File: config.mk
export PLATFORM = sky130hd
export DESIGN_NAME = otg_evt_irq
export DESIGN_NICKNAME = d
export VERILOG_FILES = /design/src/rtl/otg_evt_irq.sv
export SDC_FILE = /design/constraint.sdc
export NUM_CORES = 1
export LEC_CHECK = 0
export ABC_CLOCK_PERIOD_IN_PS = 1300
export BUFFER_PORTS_ARGS = -buffer_cell sky130_fd_sc_hd__buf_4
export CORE_AREA = 2 2 55 82
export CTS_BUF_LIST = sky130_fd_sc_hd__clkbuf_16
export DETAILED_ROUTE_END_ITERATION = 8
export DIE_AREA = 0 0 57 84
export PLACE_DENSITY = 0.75
export REMOVE_ABC_BUFFERS = 1
export SYNTH_ARGS = -nofsm -noshare
export SYNTH_HDL_FRONTEND = slang
export SYNTH_SLANG_ARGS = --single-unit
File: constraint.sdc
create_clock -name clk -period 1.3 [get_ports clk]
set_input_delay 0.065 -clock clk [delete_from_list [all_inputs] [get_ports clk]]
set_output_delay 0.065 -clock clk [all_outputs]
set_load 0.05 [all_outputs]
File: src/rtl/otg_evt_irq.sv
module otg_evt_irq #(
  parameter int ADDR_W = 8
) (
  input  logic              clk,
  input  logic              rst_n,
  input  logic              bus_sel,
  input  logic              bus_we,
  input  logic [ADDR_W-1:0] bus_addr,
  input  logic [31:0]       bus_wdata,
  output logic [31:0]       bus_rdata,
  input  logic              vbus_drive,
  input  logic              vbus_charge,
  input  logic              vbus_discharge,
  input  logic              id_pullup_en,
  input  logic              core_otg_evt,
  input  logic              core_irq,
  output logic              irq_line0,
  output logic              irq_misc
);

  localparam logic [ADDR_W-1:0] A_CFG   = ADDR_W'(8'h10);
  localparam logic [ADDR_W-1:0] A_EOI   = ADDR_W'(8'h20);
  localparam logic [ADDR_W-1:0] A_RAW0  = ADDR_W'(8'h24);
  localparam logic [ADDR_W-1:0] A_STS0  = ADDR_W'(8'h28);
  localparam logic [ADDR_W-1:0] A_SET0  = ADDR_W'(8'h2C);
  localparam logic [ADDR_W-1:0] A_CLR0  = ADDR_W'(8'h30);
  localparam logic [ADDR_W-1:0] A_RAWM  = ADDR_W'(8'h34);
  localparam logic [ADDR_W-1:0] A_STSM  = ADDR_W'(8'h38);
  localparam logic [ADDR_W-1:0] A_SETM  = ADDR_W'(8'h3C);
  localparam logic [ADDR_W-1:0] A_CLRM  = ADDR_W'(8'h40);
  localparam logic [31:0]       MASK0   = 32'h0000_0001;
  localparam logic [31:0]       MASKM   = 32'h0003_3939;
  localparam int                DMA_BIT = 16;

  logic [3:0]  watch, watch_q, rise, fall;
  logic [31:0] raw0, rawm, en0, enm, ev_m;
  logic        dma_flag, dma_clr_ev;
  logic [1:0]  eoi_hold;
  logic        wr;

  assign watch = {id_pullup_en, vbus_discharge, vbus_charge, vbus_drive};
  assign rise  = watch & ~watch_q;
  assign fall  = ~watch & watch_q;
  assign wr    = bus_sel & bus_we;
  assign dma_clr_ev = wr && bus_addr == A_CFG && dma_flag && !bus_wdata[DMA_BIT];

  always_comb begin
    ev_m     = '0;
    ev_m[13] = rise[0];
    ev_m[12] = rise[1];
    ev_m[11] = rise[2];
    ev_m[8]  = rise[3];
    ev_m[5]  = fall[0];
    ev_m[4]  = fall[1];
    ev_m[3]  = fall[2];
    ev_m[0]  = fall[3];
    ev_m[16] = core_otg_evt;
    ev_m[17] = dma_clr_ev;
  end

  function automatic logic [31:0] hit(input logic [ADDR_W-1:0] a, input logic [31:0] m);
    return (wr && bus_addr == a) ? (bus_wdata & m) : '0;
  endfunction

  always_ff @(posedge clk) begin
    if (!rst_n) begin
      watch_q  <= '0;
      raw0     <= '0;
      rawm     <= '0;
      en0      <= '0;
      enm      <= '0;
      dma_flag <= 1'b0;
      eoi_hold <= '0;
    end else begin
      watch_q  <= watch;
      raw0     <= (raw0 & ~hit(A_STS0, MASK0)) | {31'b0, core_irq};
      rawm     <= (rawm & ~hit(A_STSM, MASKM)) | ev_m;
      en0      <= (en0 | hit(A_SET0, MASK0)) & ~hit(A_CLR0, MASK0);
      enm      <= (enm | hit(A_SETM, MASKM)) & ~hit(A_CLRM, MASKM);
      if (wr && bus_addr == A_CFG) dma_flag <= bus_wdata[DMA_BIT];
      eoi_hold <= (wr && bus_addr == A_EOI) ? (bus_wdata[0] ? 2'b10 : 2'b01) : 2'b00;
    end
  end

  assign irq_line0 = |(raw0 & en0) & ~eoi_hold[0];
  assign irq_misc  = |(rawm & enm) & ~eoi_hold[1];

  always_comb begin
    case (bus_addr)
      A_CFG:         bus_rdata = {15'b0, dma_flag, 16'b0};
      A_RAW0:        bus_rdata = raw0;
      A_STS0:        bus_rdata = raw0 & en0;
      A_SET0, A_CLR0: bus_rdata = en0;
      A_RAWM:        bus_rdata = rawm;
      A_STSM:        bus_rdata = rawm & enm;
      A_SETM, A_CLRM: bus_rdata = enm;
      default:       bus_rdata = '0;
    endcase
  end

  assert_drive_rise_R2: assert property (@(posedge clk) disable iff (!rst_n)
    (vbus_drive && !watch_q[0]) |=> rawm[13]);

  assert_id_fall_R3: assert property (@(posedge clk) disable iff (!rst_n)
    (!id_pullup_en && watch_q[3]) |=> rawm[0]);

  assert_dma_clear_event_R5: assert property (@(posedge clk) disable iff (!rst_n)
    (wr && bus_addr == A_CFG && dma_flag && !bus_wdata[DMA_BIT]) |=> rawm[17]);

  assert_idle_low_R9: assert property (@(posedge clk) disable iff (!rst_n)
    ((raw0 & en0) == 32'b0) |-> !irq_line0);

  assert_eoi_misc_R10: assert property (@(posedge clk) disable iff (!rst_n)
    (wr && bus_addr == A_EOI && bus_wdata[0]) |=> !irq_misc);

  assert_core_sticky_R4: assert property (@(posedge clk) disable iff (!rst_n)
    core_irq |=> raw0[0]);

endmodule

* Word-level counts from Yosys, hierarchy flattened
Index checks and enable logic that the tools add are counted.
** Storage, ports and cells
- Register bits :: 135
- Bits in latches :: 0
- Memory bits (writable) :: 0
- Memory bits (read-only) :: 0
- Input port bits :: 50
- Output and inout bits :: 34
- Logic and storage cells :: 64
- Memories kept :: 0
** Operators by class
- Add/subtract/negate cells :: 0
- $mul :: 0
- Divide/modulo/power cells :: 0
- Order comparisons :: 0
- Eq/ne operators :: 10
- Shifts and indexed selects :: 0
- Multiplexer cells :: 8
- Bitwise logic cells :: 23
- Reduce and logical (&&, ||, !) cells :: 16
** Operators by type and width (number)
- $pmux 32 s7 :: 1
- $and 32x32->32 :: 6
- $eq 8x6->1 const B :: 8
- $not 1->32 :: 2
- $not 18->32 :: 2
- $or 32x1->32 :: 2
- $or 32x18->32 :: 2
- $reduce_or 32->1 :: 2
- $mux 18 :: 3
- $logic_and 1x1->1 :: 10
- $and 4x4->4 :: 2
- $eq 8x5->1 const B :: 1
- $eq 8x7->1 const B :: 1
- $not 4->4 :: 2
- $reduce_or 2->1 :: 2
- $and 1x1->1 :: 3
- $mux 1 :: 3
- $mux 2 :: 1
- $not 1->1 :: 2
- $reduce_and 2->1 :: 1
- $logic_not 1->1 :: 1

* Longest topological paths before layout
- Word-level depth :: 6
- Mapped depth :: 6
- Mapped depth without buffers :: 4

* Worst setup path after synthesis
Ideal clock, no wire load.
- Path kind :: reg-to-output
- From :: register dma_flag
- To :: output bus_rdata[16]
- Arrival time :: 1.654 ns
- Data required time :: 1.235 ns
- Setup slack :: -0.419 ns
- Stages on the path, launching flop included :: 5
- Buffers on the path :: 0
- Path through :: dfxtp_1 -> nor3b_1 -> a31oi_1 -> or3_1 -> a21oi_1
** On the way
- Longest elaborated chain between the ends :: 1
** RTL lines
- start: declaration :: RTL line 37 : logic dma_flag, dma_clr_ev;
- start signal: assignment :: RTL line 80 : if (wr && bus_addr == A_CFG) dma_flag <= bus_wdata[DMA_BIT];
- $pmux 32 s7 :: RTL line 89 : case (bus_addr)
- end: declaration :: RTL line 10 : output logic [31:0] bus_rdata,
Every way passes these cells.

* Worst setup path in the final report
Ends and elaborated chain as after synthesis.

==> metrics.txt <==
# TYPE chip_impl_metric gauge
chip_impl_info{name="status",value="complete, but fails checks"} 1
chip_impl_info{name="violations",value="setup timing"} 1
chip_impl_metric{name="floorplan.initialDensity",unit="%"} 42.6
chip_impl_metric{name="async_set_reset_flop_share_out_of_synthesis",unit="%"} 0
chip_impl_metric{name="fraction_of_layout_cells_with_a_size_suffix_above_1",unit="%"} 37.0
chip_impl_info{name="critical-path-slowest-cell",value="sky130_fd_sc_hd__or3_4"} 1
chip_impl_metric{name="grt_pass1_wl",unit="µm"} 7810
chip_impl_metric{name="worst_skew_pair.late_latency",unit="ns"} 0.28
chip_impl_metric{name="finish.net_count",unit=""} 333
chip_impl_info{name="end_kind",value="output pin"} 1
chip_impl_metric{name="number_of_flops_mapped_to_enable_cells_by_yosys",unit=""} 0
chip_impl_info{name="hold_path.class",value="in2reg"} 1
chip_impl_info{name="synth_top_area_cell",value="sky130_fd_sc_hd__dfxtp_1"} 1
chip_impl_metric{name="insertedDiodeCount",unit=""} 0
chip_impl_metric{name="synthesized_netlist_cell_count",unit=""} 211
chip_impl_metric{name="route.vias.total",unit=""} 1807
chip_impl_metric{name="intPower",unit="mW"} 1.77
chip_impl_metric{name="yosys_warnings",unit=""} 0
chip_impl_info{name="worstSetupEndpoint",value="bus_rdata[16]"} 1
chip_impl_metric{name="detailed_place.area",unit="mm²"} 0.00223
chip_impl_metric{name="comb_power_share",unit="%"} 17.4
chip_impl_info{name="critPathLaunchType",value="flip-flop"} 1
chip_impl_metric{name="power.switching",unit="µW"} 681
chip_impl_info{name="worst_r2r_startpoint",value="enm[0]$_SDFF_PN0_"} 1
chip_impl_info{name="cts.root.buffer_cell",value="sky130_fd_sc_hd__clkbuf_16"} 1
chip_impl_metric{name="portBuffers",unit=""} 39
chip_impl_metric{name="p_sw_share",unit="%"} 27.8
chip_impl_metric{name="worst-path-max-fanout",unit=""} 2
chip_impl_metric{name="crit_path_max_incr_delay",unit="ns"} 0.40
chip_impl_metric{name="synth_area_per_cell",unit="µm²"} 8.34
chip_impl_metric{name="finalMaxSlewViolations",unit=""} 0
chip_impl_metric{name="post_synth_num_cell_types",unit=""} 43
chip_impl_metric{name="r2r.worst_path.cells",unit=""} 4
chip_impl_metric{name="synth_sequential_area_ratio",unit="%"} 33.0
chip_impl_metric{name="synth-seq-cells",unit=""} 29
chip_impl_metric{name="cts_sinks",unit=""} 29
chip_impl_metric{name="num_io_pins",unit=""} 84
chip_impl_info{name="worstReg2RegEnd",value="enm[0]$_SDFF_PN0_"} 1
chip_impl_metric{name="detailed_place_hpwl",unit="µm"} 3440
chip_impl_metric{name="initialDrtViolationCount",unit=""} 59
chip_impl_metric{name="finClkSkew",unit="ns"} 0.00678
chip_impl_metric{name="final_period_minus_worst_setup_slack",unit="ns"} 1.60
chip_impl_metric{name="fillers",unit=""} 356
chip_impl_metric{name="post_drt_antenna_nets",unit=""} 0
chip_impl_metric{name="count_of_h_tree_levels_built_during_cts",unit=""} 2
chip_impl_info{name="synth_flop_cell",value="sky130_fd_sc_hd__dfxtp_1"} 1
chip_impl_metric{name="finalHoldViolations",unit=""} 0
chip_impl_metric{name="r2r_slack",unit="ns"} 0.42
chip_impl_metric{name="fp.dieW",unit="µm"} 57
chip_impl_metric{name="routedWlPerCell",unit="µm"} 14.9
chip_impl_info{name="worst_hold_startpoint",value="core_otg_evt"} 1
chip_impl_info{name="clock_tree_from_tritoncts",value="yes"} 1
chip_impl_metric{name="final.setup.worst_slack",unit="ns"} -0.300
chip_impl_info{name="criticalPathCategory",value="reg2out"} 1
chip_impl_metric{name="clock_power_share",unit="%"} 44.4
chip_impl_info{name="beginning_of_the_critical_path",value="dma_flag$_SDFFE_PN0N_"} 1
chip_impl_metric{name="detailedRoute.firstPassIterationCount",unit=""} 4
chip_impl_metric{name="rows",unit=""} 29
chip_impl_info{name="synth_top_cells_by_area",value="sky130_fd_sc_hd__dfxtp_1 (33%), sky130_fd_sc_hd__buf_4 (9.8%), sky130_fd_sc_hd__o21a_1 (7.7%)"} 1
chip_impl_metric{name="critical_path_arrival",unit="ns"} 1.54
chip_impl_metric{name="core_area",unit="mm²"} 0.00414
chip_impl_info{name="grt_setup_unrepaired",value="yes"} 1
chip_impl_metric{name="die-height",unit="µm"} 84
chip_impl_metric{name="hold-worst-slack",unit="ns"} 0.00404
chip_impl_metric{name="static-leakage-power",unit="nW"} 1.09
chip_impl_metric{name="timing.final.setup_violations",unit=""} 11
chip_impl_metric{name="synthesis_to_finish_area_growth",unit="%"} 46.0
chip_impl_metric{name="finalPower",unit="mW"} 2.45
chip_impl_metric{name="tritoncts.num_buffers",unit=""} 5
chip_impl_metric{name="finalInstanceArea",unit="mm²"} 0.00257
chip_impl_metric{name="clk_pin_slew",unit="ns"} 0.05
chip_impl_metric{name="antenna_found_initial",unit=""} 0
chip_impl_metric{name="vias_per_cell",unit=""} 5.48
chip_impl_metric{name="power.density",unit="mW/mm²"} 953
chip_impl_metric{name="post_synth_instance_area",unit="mm²"} 0.00176
chip_impl_metric{name="drcViolationCount",unit=""} 0
chip_impl_metric{name="cp.required",unit="ns"} 1.24
chip_impl_metric{name="grt_pass1_vias",unit=""} 1703
chip_impl_metric{name="share_seq_of_total_power",unit="%"} 38.3
chip_impl_metric{name="timing.fmax",unit="MHz"} 625
chip_impl_info{name="crit_path_cell_trace",value="nor3b_2 -> a31oi_1 -> or3_4 -> a21oi_4 -> buf_6"} 1
chip_impl_metric{name="place_congestion",unit=""} 0.819
chip_impl_metric{name="grt_overflow_total",unit=""} 0
chip_impl_metric{name="grt_start_max_net_pins",unit=""} 31
chip_impl_metric{name="synth.top_cell.area_share",unit="%"} 33.0
chip_impl_metric{name="dieArea",unit="mm²"} 0.00479
chip_impl_metric{name="drv_cap",unit=""} 0
chip_impl_metric{name="min_period_over_period",unit="%"} 123
chip_impl_metric{name="clock_tree.buffer_depth",unit=""} 2
chip_impl_metric{name="wirelength",unit="µm"} 4930
chip_impl_metric{name="track_usage",unit="%"} 21.2
chip_impl_metric{name="peakVddDrop",unit="mV"} 1.33
## Yosys cell counts (2+ instances only)
cell type and number:
sky130_fd_sc_hd__nand2_1 23, sky130_fd_sc_hd__nor2b_1 9, sky130_fd_sc_hd__and2_1 4, sky130_fd_sc_hd__nand3_1 4, sky130_fd_sc_hd__a31oi_1 12, sky130_fd_sc_hd__a21oi_1 4
sky130_fd_sc_hd__nor2_1 17, sky130_fd_sc_hd__a21boi_1 9, sky130_fd_sc_hd__nand2b_1 2, sky130_fd_sc_hd__buf_4 23, sky130_fd_sc_hd__clkbuf_1 4, sky130_fd_sc_hd__dfxtp_1 29
sky130_fd_sc_hd__a41oi_1 2, sky130_fd_sc_hd__o21ai_0 12, sky130_fd_sc_hd__buf_2 3, sky130_fd_sc_hd__a221o_1 9, sky130_fd_sc_hd__o21a_1 18, sky130_fd_sc_hd__and3_1 2
## final cells by class
cell class	count	area, µm²	share of cell area (%)
repair buffers	74	634	24.7
inverters	1	3.75	0.146
clock buffers	5	125	4.87
well taps	46	57.6	2.24
multi-input cells	172	1150	44.6
flip-flops and latches	29	584	22.7
clock inverters	3	17.5	0.682
## power groups by stage
stage | Sequential, mW | Combinational, mW | Clock, mW
after floorplan | 0.949 | 0.238 | 0
after global placement | 0.954 | 0.393 | 0
after detailed placement | 0.954 | 0.397 | 0
after CTS | 0.936 | 0.416 | 1.11
after global routing | 0.939 | 0.453 | 1.16
final | 0.937 | 0.425 | 1.09
## cell families (layout without fill, tap and decap cells)
group / count (synthesis) / count (layout) / synth area share, %
and+or+nand+nor: 76 / 76 / 25.0
AOI/OAI and AO/OA: 73 / 73 / 29.5
buffers and inverters: 31 / 83 / 11.7
DFF: 29 / 29 / 33.0
other: 1 / 22 / 0.213
muxes: 1 / 1 / 0.569
## per-stage QoR
step / instances / TNS (ns) / setup slack [ns] / util [%]
final: 330 / -0.769 / -0.300 / 62.1
after global placement: 317 / -3.08 / -0.134 / 53.9
after detailed placement: 317 / -3.03 / -0.145 / 53.9
after global routing: 330 / -1.40 / -0.354 / 62.1
after CTS: 329 / -0.741 / -0.273 / 61.2
after floorplan: 202 / -10.67 / -0.917 / -
## worst max-delay path: cells and delay by family, from the launching register on
family          cells  cell delay, ns
buf+inv             1            0.17
flops               1            0.32
simple gates        2            0.55
compound gates      2            0.23
## sequential cells by signal, summed over array words and instances (netlist names)
signal / cells
eoi_hold: 2
dma_flag: 1
rawm: 10
watch_q: 4
raw0: 1
en0: 1
enm: 10
## layer usage
metal	up-vias	share of wire (%)	global-route usage, %	wire length, µm
li1	871	-	-	-
met1	844	36	22.8	1790
met2	78	53	36.1	2590
met3	14	7.2	6.05	354
met4	0	3.8	12.3	185
met5	-	0	0	0
## repair_timing
item	4_1_cts	5_1_grt
setup endpoints to repair	11	11
hold buffers	1	0
endpoints found under the hold margin	1	0
setup buffers	3	1
gates resized for setup	31	5
pin swaps	10	4
## cells in the final DEF (no fill, tap or decap), types with 3 or more instances in the layout
| cell type | instances |
|---|---|
| sky130_fd_sc_hd__buf_4 | 56 |
| sky130_fd_sc_hd__a31oi_1 | 12 |
| sky130_fd_sc_hd__nand3_1 | 4 |
| sky130_fd_sc_hd__o21ai_0 | 12 |
| sky130_fd_sc_hd__o21a_1 | 18 |
| sky130_fd_sc_hd__nor2_1 | 15 |
| sky130_fd_sc_hd__nor2b_1 | 9 |
| sky130_fd_sc_hd__and2_1 | 4 |
| sky130_fd_sc_hd__a21boi_1 | 9 |
| sky130_fd_sc_hd__nand2_1 | 23 |
| sky130_fd_sc_hd__conb_1 | 22 |
| sky130_fd_sc_hd__a221o_1 | 9 |
| sky130_fd_sc_hd__dfxtp_2 | 3 |
| sky130_fd_sc_hd__dfxtp_1 | 26 |
| sky130_fd_sc_hd__buf_6 | 15 |
| sky130_fd_sc_hd__clkbuf_16 | 5 |
## worst min-delay path by stage
stage	end	slack, ns	cells after the start
global route	watch_q[2]$_SDFF_PN0_	0.009	2
floorplan	eoi_hold[0]$_SDFF_PN0_	0.14	1
detailed placement	eoi_hold[0]$_SDFF_PN0_	0.27	2
global placement	eoi_hold[0]$_SDFF_PN0_	0.27	2
CTS	rawm[16]$_SDFF_PN0_	0.0004	2
finish	rawm[16]$_SDFF_PN0_	0.004	2
Power figures use the tool's default switching activity.
